<file path="src/rtl/sftx_pkg.sv">
package sftx_pkg;

    typedef enum logic [2:0] {
        FR_IDLE,
        FR_START,
        FR_DATA,
        FR_PARITY,
        FR_STOP
    } fr_state_e;

    // length code 0..3 maps to 5..8 data bits
    function automatic logic [3:0] len_code_to_bits(input logic [1:0] code);
        return 4'd5 + {2'b00, code};
    endfunction

endpackage

</file>
<file path="src/rtl/sftx_queue.sv">
module sftx_queue #(
    parameter int W     = 8,
    parameter int DEPTH = 16
) (
    input  logic         clk,
    input  logic         rst_n,
    input  logic         push,
    input  logic [W-1:0] push_data,
    input  logic         pop,
    output logic [W-1:0] head,
    output logic         empty,
    output logic         full
);
    localparam int AW = (DEPTH > 1) ? $clog2(DEPTH) : 1;
    localparam int CW = $clog2(DEPTH + 1);

    typedef struct packed {
        logic [AW-1:0] wr_ptr;
        logic [AW-1:0] rd_ptr;
        logic [CW-1:0] count;
    } q_regs_t;

    q_regs_t      q_d, q_q;
    logic [W-1:0] mem_q [DEPTH];
    logic         accept, take;

    assign empty  = (q_q.count == '0);
    assign full   = (q_q.count == CW'(DEPTH));
    assign head   = mem_q[q_q.rd_ptr];
    assign accept = push && !full;
    assign take   = pop && !empty;

    always_comb begin
        q_d = q_q;
        if (accept) begin
            q_d.wr_ptr = (q_q.wr_ptr == AW'(DEPTH - 1)) ? '0 : q_q.wr_ptr + 1'b1;
        end
        if (take) begin
            q_d.rd_ptr = (q_q.rd_ptr == AW'(DEPTH - 1)) ? '0 : q_q.rd_ptr + 1'b1;
        end
        case ({accept, take})
            2'b10:   q_d.count = q_q.count + 1'b1;
            2'b01:   q_d.count = q_q.count - 1'b1;
            default: q_d.count = q_q.count;
        endcase
    end

    always_ff @(posedge clk) begin
        if (!rst_n) q_q <= '0;
        else        q_q <= q_d;
    end

    always_ff @(posedge clk) begin
        if (accept) mem_q[q_q.wr_ptr] <= push_data;
    end


    pop_nonempty_chk: assert property (@(posedge clk) disable iff (!rst_n)
        pop |-> !empty);


    full_hold_chk: assert property (@(posedge clk) disable iff (!rst_n)
        (full && push && !pop) |=> full);

endmodule

</file>
<file path="src/rtl/sftx_framer.sv">
module sftx_framer
    import sftx_pkg::*;
#(
    parameter int W   = 8,
    parameter int OSR = 16
) (
    input  logic         clk,
    input  logic         rst_n,
    input  logic         enable,
    input  logic         q_empty,
    input  logic [W-1:0] q_head,
    input  logic [1:0]   len_code,
    input  logic         par_en,
    input  logic         par_odd,
    input  logic         two_stop,
    input  logic         tick,
    output logic         pop,
    output logic         txd,
    output logic         active
);
    localparam int TW = $clog2(OSR);
    localparam int BW = $clog2(W) + 1;

    typedef struct packed {
        fr_state_e      st;
        logic [TW-1:0]  tcnt;
        logic [BW-1:0]  bcnt;
        logic [BW-1:0]  nbits;
        logic [W-1:0]   sh;
        logic           par_bit;
        logic           use_par;
        logic           two;
        logic           stop_idx;
    } fr_regs_t;

    fr_regs_t       r_d, r_q;
    logic           bit_end;
    logic           frame_done;
    logic [BW-1:0]  new_bits;
    logic [W-1:0]   mask;

    assign new_bits = BW'(len_code_to_bits(len_code));

    always_comb begin
        for (int i = 0; i < W; i++) begin
            mask[i] = (BW'(i) < new_bits);
        end
    end

    always_comb begin
        r_d        = r_q;
        pop        = 1'b0;
        frame_done = 1'b0;
        bit_end    = tick && (r_q.tcnt == TW'(OSR - 1));
        if (r_q.st != FR_IDLE && tick) begin
            r_d.tcnt = bit_end ? '0 : r_q.tcnt + 1'b1;
        end
        case (r_q.st)
            FR_START: if (bit_end) begin
                r_d.st   = FR_DATA;
                r_d.bcnt = '0;
            end
            FR_DATA: if (bit_end) begin
                r_d.sh = r_q.sh >> 1;
                if (r_q.bcnt == r_q.nbits - 1'b1) begin
                    r_d.st       = r_q.use_par ? FR_PARITY : FR_STOP;
                    r_d.stop_idx = 1'b0;
                end else begin
                    r_d.bcnt = r_q.bcnt + 1'b1;
                end
            end
            FR_PARITY: if (bit_end) begin
                r_d.st       = FR_STOP;
                r_d.stop_idx = 1'b0;
            end
            FR_STOP: if (bit_end) begin
                if (r_q.two && !r_q.stop_idx) begin
                    r_d.stop_idx = 1'b1;
                end else begin
                    r_d.st     = FR_IDLE;
                    frame_done = 1'b1;
                end
            end
            default: ;
        endcase
        if ((r_q.st == FR_IDLE || frame_done) && enable && !q_empty) begin
            pop          = 1'b1;
            r_d.st       = FR_START;
            r_d.tcnt     = '0;
            r_d.bcnt     = '0;
            r_d.sh       = q_head;
            r_d.nbits    = new_bits;
            r_d.par_bit  = (^(q_head & mask)) ^ par_odd;
            r_d.use_par  = par_en;
            r_d.two      = two_stop;
            r_d.stop_idx = 1'b0;
        end
    end

    always_ff @(posedge clk) begin
        if (!rst_n) r_q <= '{st: FR_IDLE, default: '0};
        else        r_q <= r_d;
    end

    always_comb begin
        case (r_q.st)
            FR_START:  txd = 1'b0;
            FR_DATA:   txd = r_q.sh[0];
            FR_PARITY: txd = r_q.par_bit;
            default:   txd = 1'b1;
        endcase
    end

    assign active = (r_q.st != FR_IDLE);


    no_start_disabled_chk: assert property (@(posedge clk) disable iff (!rst_n)
        (!enable && !active) |=> !active);


    line_holds_chk: assert property (@(posedge clk) disable iff (!rst_n)
        (active && !tick) |=> $stable(txd));

endmodule

</file>
<file path="src/rtl/serial_tx_unit.sv">
module serial_tx_unit #(
    parameter int DATA_W      = 8,
    parameter int QUEUE_DEPTH = 16,
    parameter int OVERSAMPLE  = 16
) (
    input  logic              clk,
    input  logic              rst_n,
    input  logic              wr_valid,
    input  logic [DATA_W-1:0] wr_byte,
    input  logic              tx_en,
    input  logic [1:0]        len_sel,
    input  logic              parity_on,
    input  logic              parity_odd,
    input  logic              stop_two,
    input  logic              tick16,
    output logic              tx_line,
    output logic              fifo_empty,
    output logic              fifo_full,
    output logic              tx_busy
);
    logic              pop;
    logic              active;
    logic [DATA_W-1:0] head;

    sftx_queue #(.W(DATA_W), .DEPTH(QUEUE_DEPTH)) u_queue (
        .clk       (clk),
        .rst_n     (rst_n),
        .push      (wr_valid),
        .push_data (wr_byte),
        .pop       (pop),
        .head      (head),
        .empty     (fifo_empty),
        .full      (fifo_full)
    );

    sftx_framer #(.W(DATA_W), .OSR(OVERSAMPLE)) u_framer (
        .clk      (clk),
        .rst_n    (rst_n),
        .enable   (tx_en),
        .q_empty  (fifo_empty),
        .q_head   (head),
        .len_code (len_sel),
        .par_en   (parity_on),
        .par_odd  (parity_odd),
        .two_stop (stop_two),
        .tick     (tick16),
        .pop      (pop),
        .txd      (tx_line),
        .active   (active)
    );

    assign tx_busy = !fifo_empty || active;


    idle_line_chk: assert property (@(posedge clk) disable iff (!rst_n)
        !tx_busy |-> tx_line);


    busy_stays_low_chk: assert property (@(posedge clk) disable iff (!rst_n)
        (!tx_busy && !wr_valid) |=> !tx_busy);


    flags_exclusive_chk: assert property (@(posedge clk) disable iff (!rst_n)
        !(fifo_empty && fifo_full));

endmodule

</file>
<file path="config.mk">
export PLATFORM = sky130hd
export DESIGN_NAME = serial_tx_unit
export DESIGN_NICKNAME = d
export VERILOG_FILES = /design/src/rtl/sftx_pkg.sv /design/src/rtl/sftx_queue.sv /design/src/rtl/sftx_framer.sv /design/src/rtl/serial_tx_unit.sv
export SDC_FILE = /design/constraint.sdc
export NUM_CORES = 1
export LEC_CHECK = 0
export ABC_AREA = 1
export BUFFER_PORTS_ARGS = -buffer_cell sky130_fd_sc_hd__buf_4
export CAP_MARGIN = 20
export CELL_PAD_IN_SITES_DETAIL_PLACEMENT = 0
export CELL_PAD_IN_SITES_GLOBAL_PLACEMENT = 1
export CORE_MARGIN = 2
export CORE_UTILIZATION = 49
export DETAILED_ROUTE_END_ITERATION = 12
export MAX_ROUTING_LAYER = met4
export PLACE_DENSITY = 0.78
export SETUP_SLACK_MARGIN = 0.02
export SYNTH_ARGS = -nofsm -noshare
export SYNTH_HDL_FRONTEND = slang
export SYNTH_SLANG_ARGS = --single-unit
</file>
<file path="constraint.sdc">
create_clock -name clk -period 3.2 [get_ports clk]
set_input_delay 0.16 -clock clk [delete_from_list [all_inputs] [get_ports clk]]
set_output_delay 0.16 -clock clk [all_outputs]
set_load 0.02 [all_outputs]
</file>
==> out/metrics.cfg <==
[status]
status=finished, final reports clean

[logic_synthesis]
synth.most_common_cell=nand2_1
synth_top_family_by_area=simple AND/OR/NAND/NOR gates
synth_top_cell_by_area=edfxtp_1
yosys.area_share.simple=0.201
syn_nets=849
ys_warn_count=0
ys.flop_type=edfxtp_1
synth_area_per_cell_sq_um=9.48
synth-seq-cells=172
synthTopCellsByArea=edfxtp_1, dfxtp_1, nand2_1
synth_top_area_share=0.498
syn_area_sq_um=7720
ys_types=35
muxShareOfSynthArea=0
synth_common_cells=nand2_1, edfxtp_1, inv_1
synth-xor-area-share=0.0136
synth_adder_area_share=0.0269
synthArstFlopShare=0
synth_cells=815
synth-seq-area-share=0.612
synth_edf_count=128
synth-compound-area-share=0.0735

[placement]
hpwl_um=10900
portBuffers=21
pre_cts_ws_ns=0.504
place_congestion=0.833

[power]
pwr_density_cell_nw_per_um2=750
peakVddDrop_mv=0.477
p_leak_nw=3.52

[timing]
slew_headroom=0.423
hold_viol_final=0
finalSetupTns_ns=0
fmax_mhz=365
setup_viol_count_final=0
final_max_slew_viol_count=0
fin_worst_skew_ns=0.00965
whs_ns=0.0479
fin_crit_ns=2.74
rsz0062_at_grt=false
tightest_slew_ns=0.862
post-route-period-util=0.856
setup_ws_ns=0.461

[die]
die-area_sq_um=16800
start_util=0.504
ios=22
core_sq_um=15300
fp.dieH_um=130
fp-row-count=45
dieWidth_um=130

[drt]
drtIter0Drc=408
drtAntennaViolNets=0
post_drt_wl_per_cell_um=16.1
vias=5468
first_pass_iters=5
wirelength_um=17000
drcViolationCount=0
vias_per_cell=5.18

[final_layout]
area_growth_pct=11.3
nNetsFinal=867
drive_above_1_share=0.0746
diodes=0

[grt]
grt_overflow=0
antenna_found_initial=0
grt_max_degree=59
grt_first_pass_wirelength_um=27000
grt_pass1_vias=5236
track_usage=0.221

[setup_path]
end_kind=flip-flop
crit_fanout=5
cp_data_arrival_time_ns=3.05
ff2ff_path_depth=13
crit_top_cell=ha_1
worstPathCellList=ha_1 -> nand4_1 -> o31ai_1 -> nand2_1 -> inv_2 -> ha_1 -> ha_1 -> a21o_1 -> a31oi_1 -> o21ai_0 -> a21o_1 -> o21ai_0 -> a21oi_1
cp_slowest_cell=dfxtp_1
slowest_delay_ns=0.37
worstPathRequired_ns=3.52
path_class=reg2reg
startpoint_type=flip-flop

[clocking]
cts_resized=0
cts_tree=yes
path_clk_slew_ns=0.07
cts.root.buffer_cell=clkbuf_16
h-tree-depth=4
cts.sinks=172
cts_buffer_depth=2
clkLatencyLatePin_ns=0.42
cts_buffers=17
post-cts-setup-buffers=0

[flow_run]
cap_violations=0

[min_path]
hold_class=in2reg
holdPathStages=3

[final cells by class]
class | instances | area, sq um
clock buffer | 20 | 437
multi-input combinational | 508 | 2440
sequential | 172 | 4730
clock inverter | 11 | 120
tap | 211 | 264
inverter | 106 | 400
fill | 1370 | 6720
timing repair buffer | 28 | 213
[report_power, final]
group | internal [mW] | total [mW] | switching, mW | leakage [nW]
Combinational | 0.586 | 1.83 | 1.24 | 1.73
Clock | 1.14 | 1.96 | 0.819 | 0.270
Sequential | 2.56 | 2.65 | 0.0959 | 1.52
[final timing paths]
check | start | end | slack (ns)
setup / recovery | u_framer.r_q[20] | u_queue.q_q[4] | 0.46
hold / removal | stop_two | u_framer.r_q[1] | 0.05
setup reg to reg | u_framer.r_q[20] | u_queue.q_q[4] | 0.46
hold reg to reg | u_framer.r_q[0] | u_framer.r_q[0] | 0.45
[cells in the final DEF (no fill, tap or decap), types with 3 or more instances in the layout]
| cell type | n |
|---|---|
| dfxtp_1 | 43 |
| clkbuf_1 | 3 |
| edfxtp_1 | 128 |
| ha_1 | 15 |
| inv_1 | 100 |
| nor2_1 | 84 |
| inv_2 | 4 |
| nor3_1 | 5 |
| buf_4 | 27 |
| o21ai_1 | 10 |
| nand2_1 | 206 |
| clkinv_1 | 3 |
| a21o_1 | 4 |
| a31oi_1 | 3 |
| o21ai_0 | 38 |
| a21oi_1 | 25 |
| clkbuf_16 | 17 |
| xnor2_1 | 5 |
| o211ai_1 | 13 |
| nand3_1 | 77 |
| xor2_1 | 7 |
[critical path: cells and delay by family, from the launching register on]
family,cells,cell delay [ns]
adder cells (fa/ha/maj),3,0.75
buffers and inverters,1,0.07
AND/OR/NAND/NOR,2,0.29
flip-flops,1,0.37
AO/OA/AOI/OAI,7,1.15
[layer usage]
metal / GRT usage / vias to the layer above / part of all wire
li1: - / 2721 / -
met1: 0.279 / 2588 / 0.44
met2: 0.363 / 142 / 0.50
met3: 0.0372 / 17 / 0.048
met4: 0.0791 / 0 / 0.014
met5: - / - / 0
[repair_timing]
action | 4_1_cts | 5_1_grt
endpoints found under the setup margin | 0 | 0
hold endpoints to repair | 1 | 0
hold buffers | 1 | 0
[per-stage QoR]
step / utilization / instances / area (sq um) / power, mW
finish: 0.561 / 1056 / 8600 / 6.44
global route: 0.561 / 1056 / 8600 / 6.85
CTS: 0.561 / 1056 / 8600 / 6.49
detailed placement: 0.524 / 1024 / 8030 / 4.52
global placement: 0.524 / 1024 / 8030 / 4.47
floorplan: - / 815 / 7720 / 4.05
[flip-flops by register name (all words and copies together) (netlist names), named ones only]
name and count:
u_framer.r_q 27, u_queue.mem_q 128, u_queue.q_q 13
[cells by family (layout without fill, tap and decap cells)]
logic type / Yosys count / after routing
buf+inv: 135 / 165
xor+xnor: 12 / 12
simple gates: 380 / 380
compound gates: 100 / 100
flops: 172 / 172
fa+ha+maj: 16 / 16
Note: power is estimated with default switching activity, not from simulation.
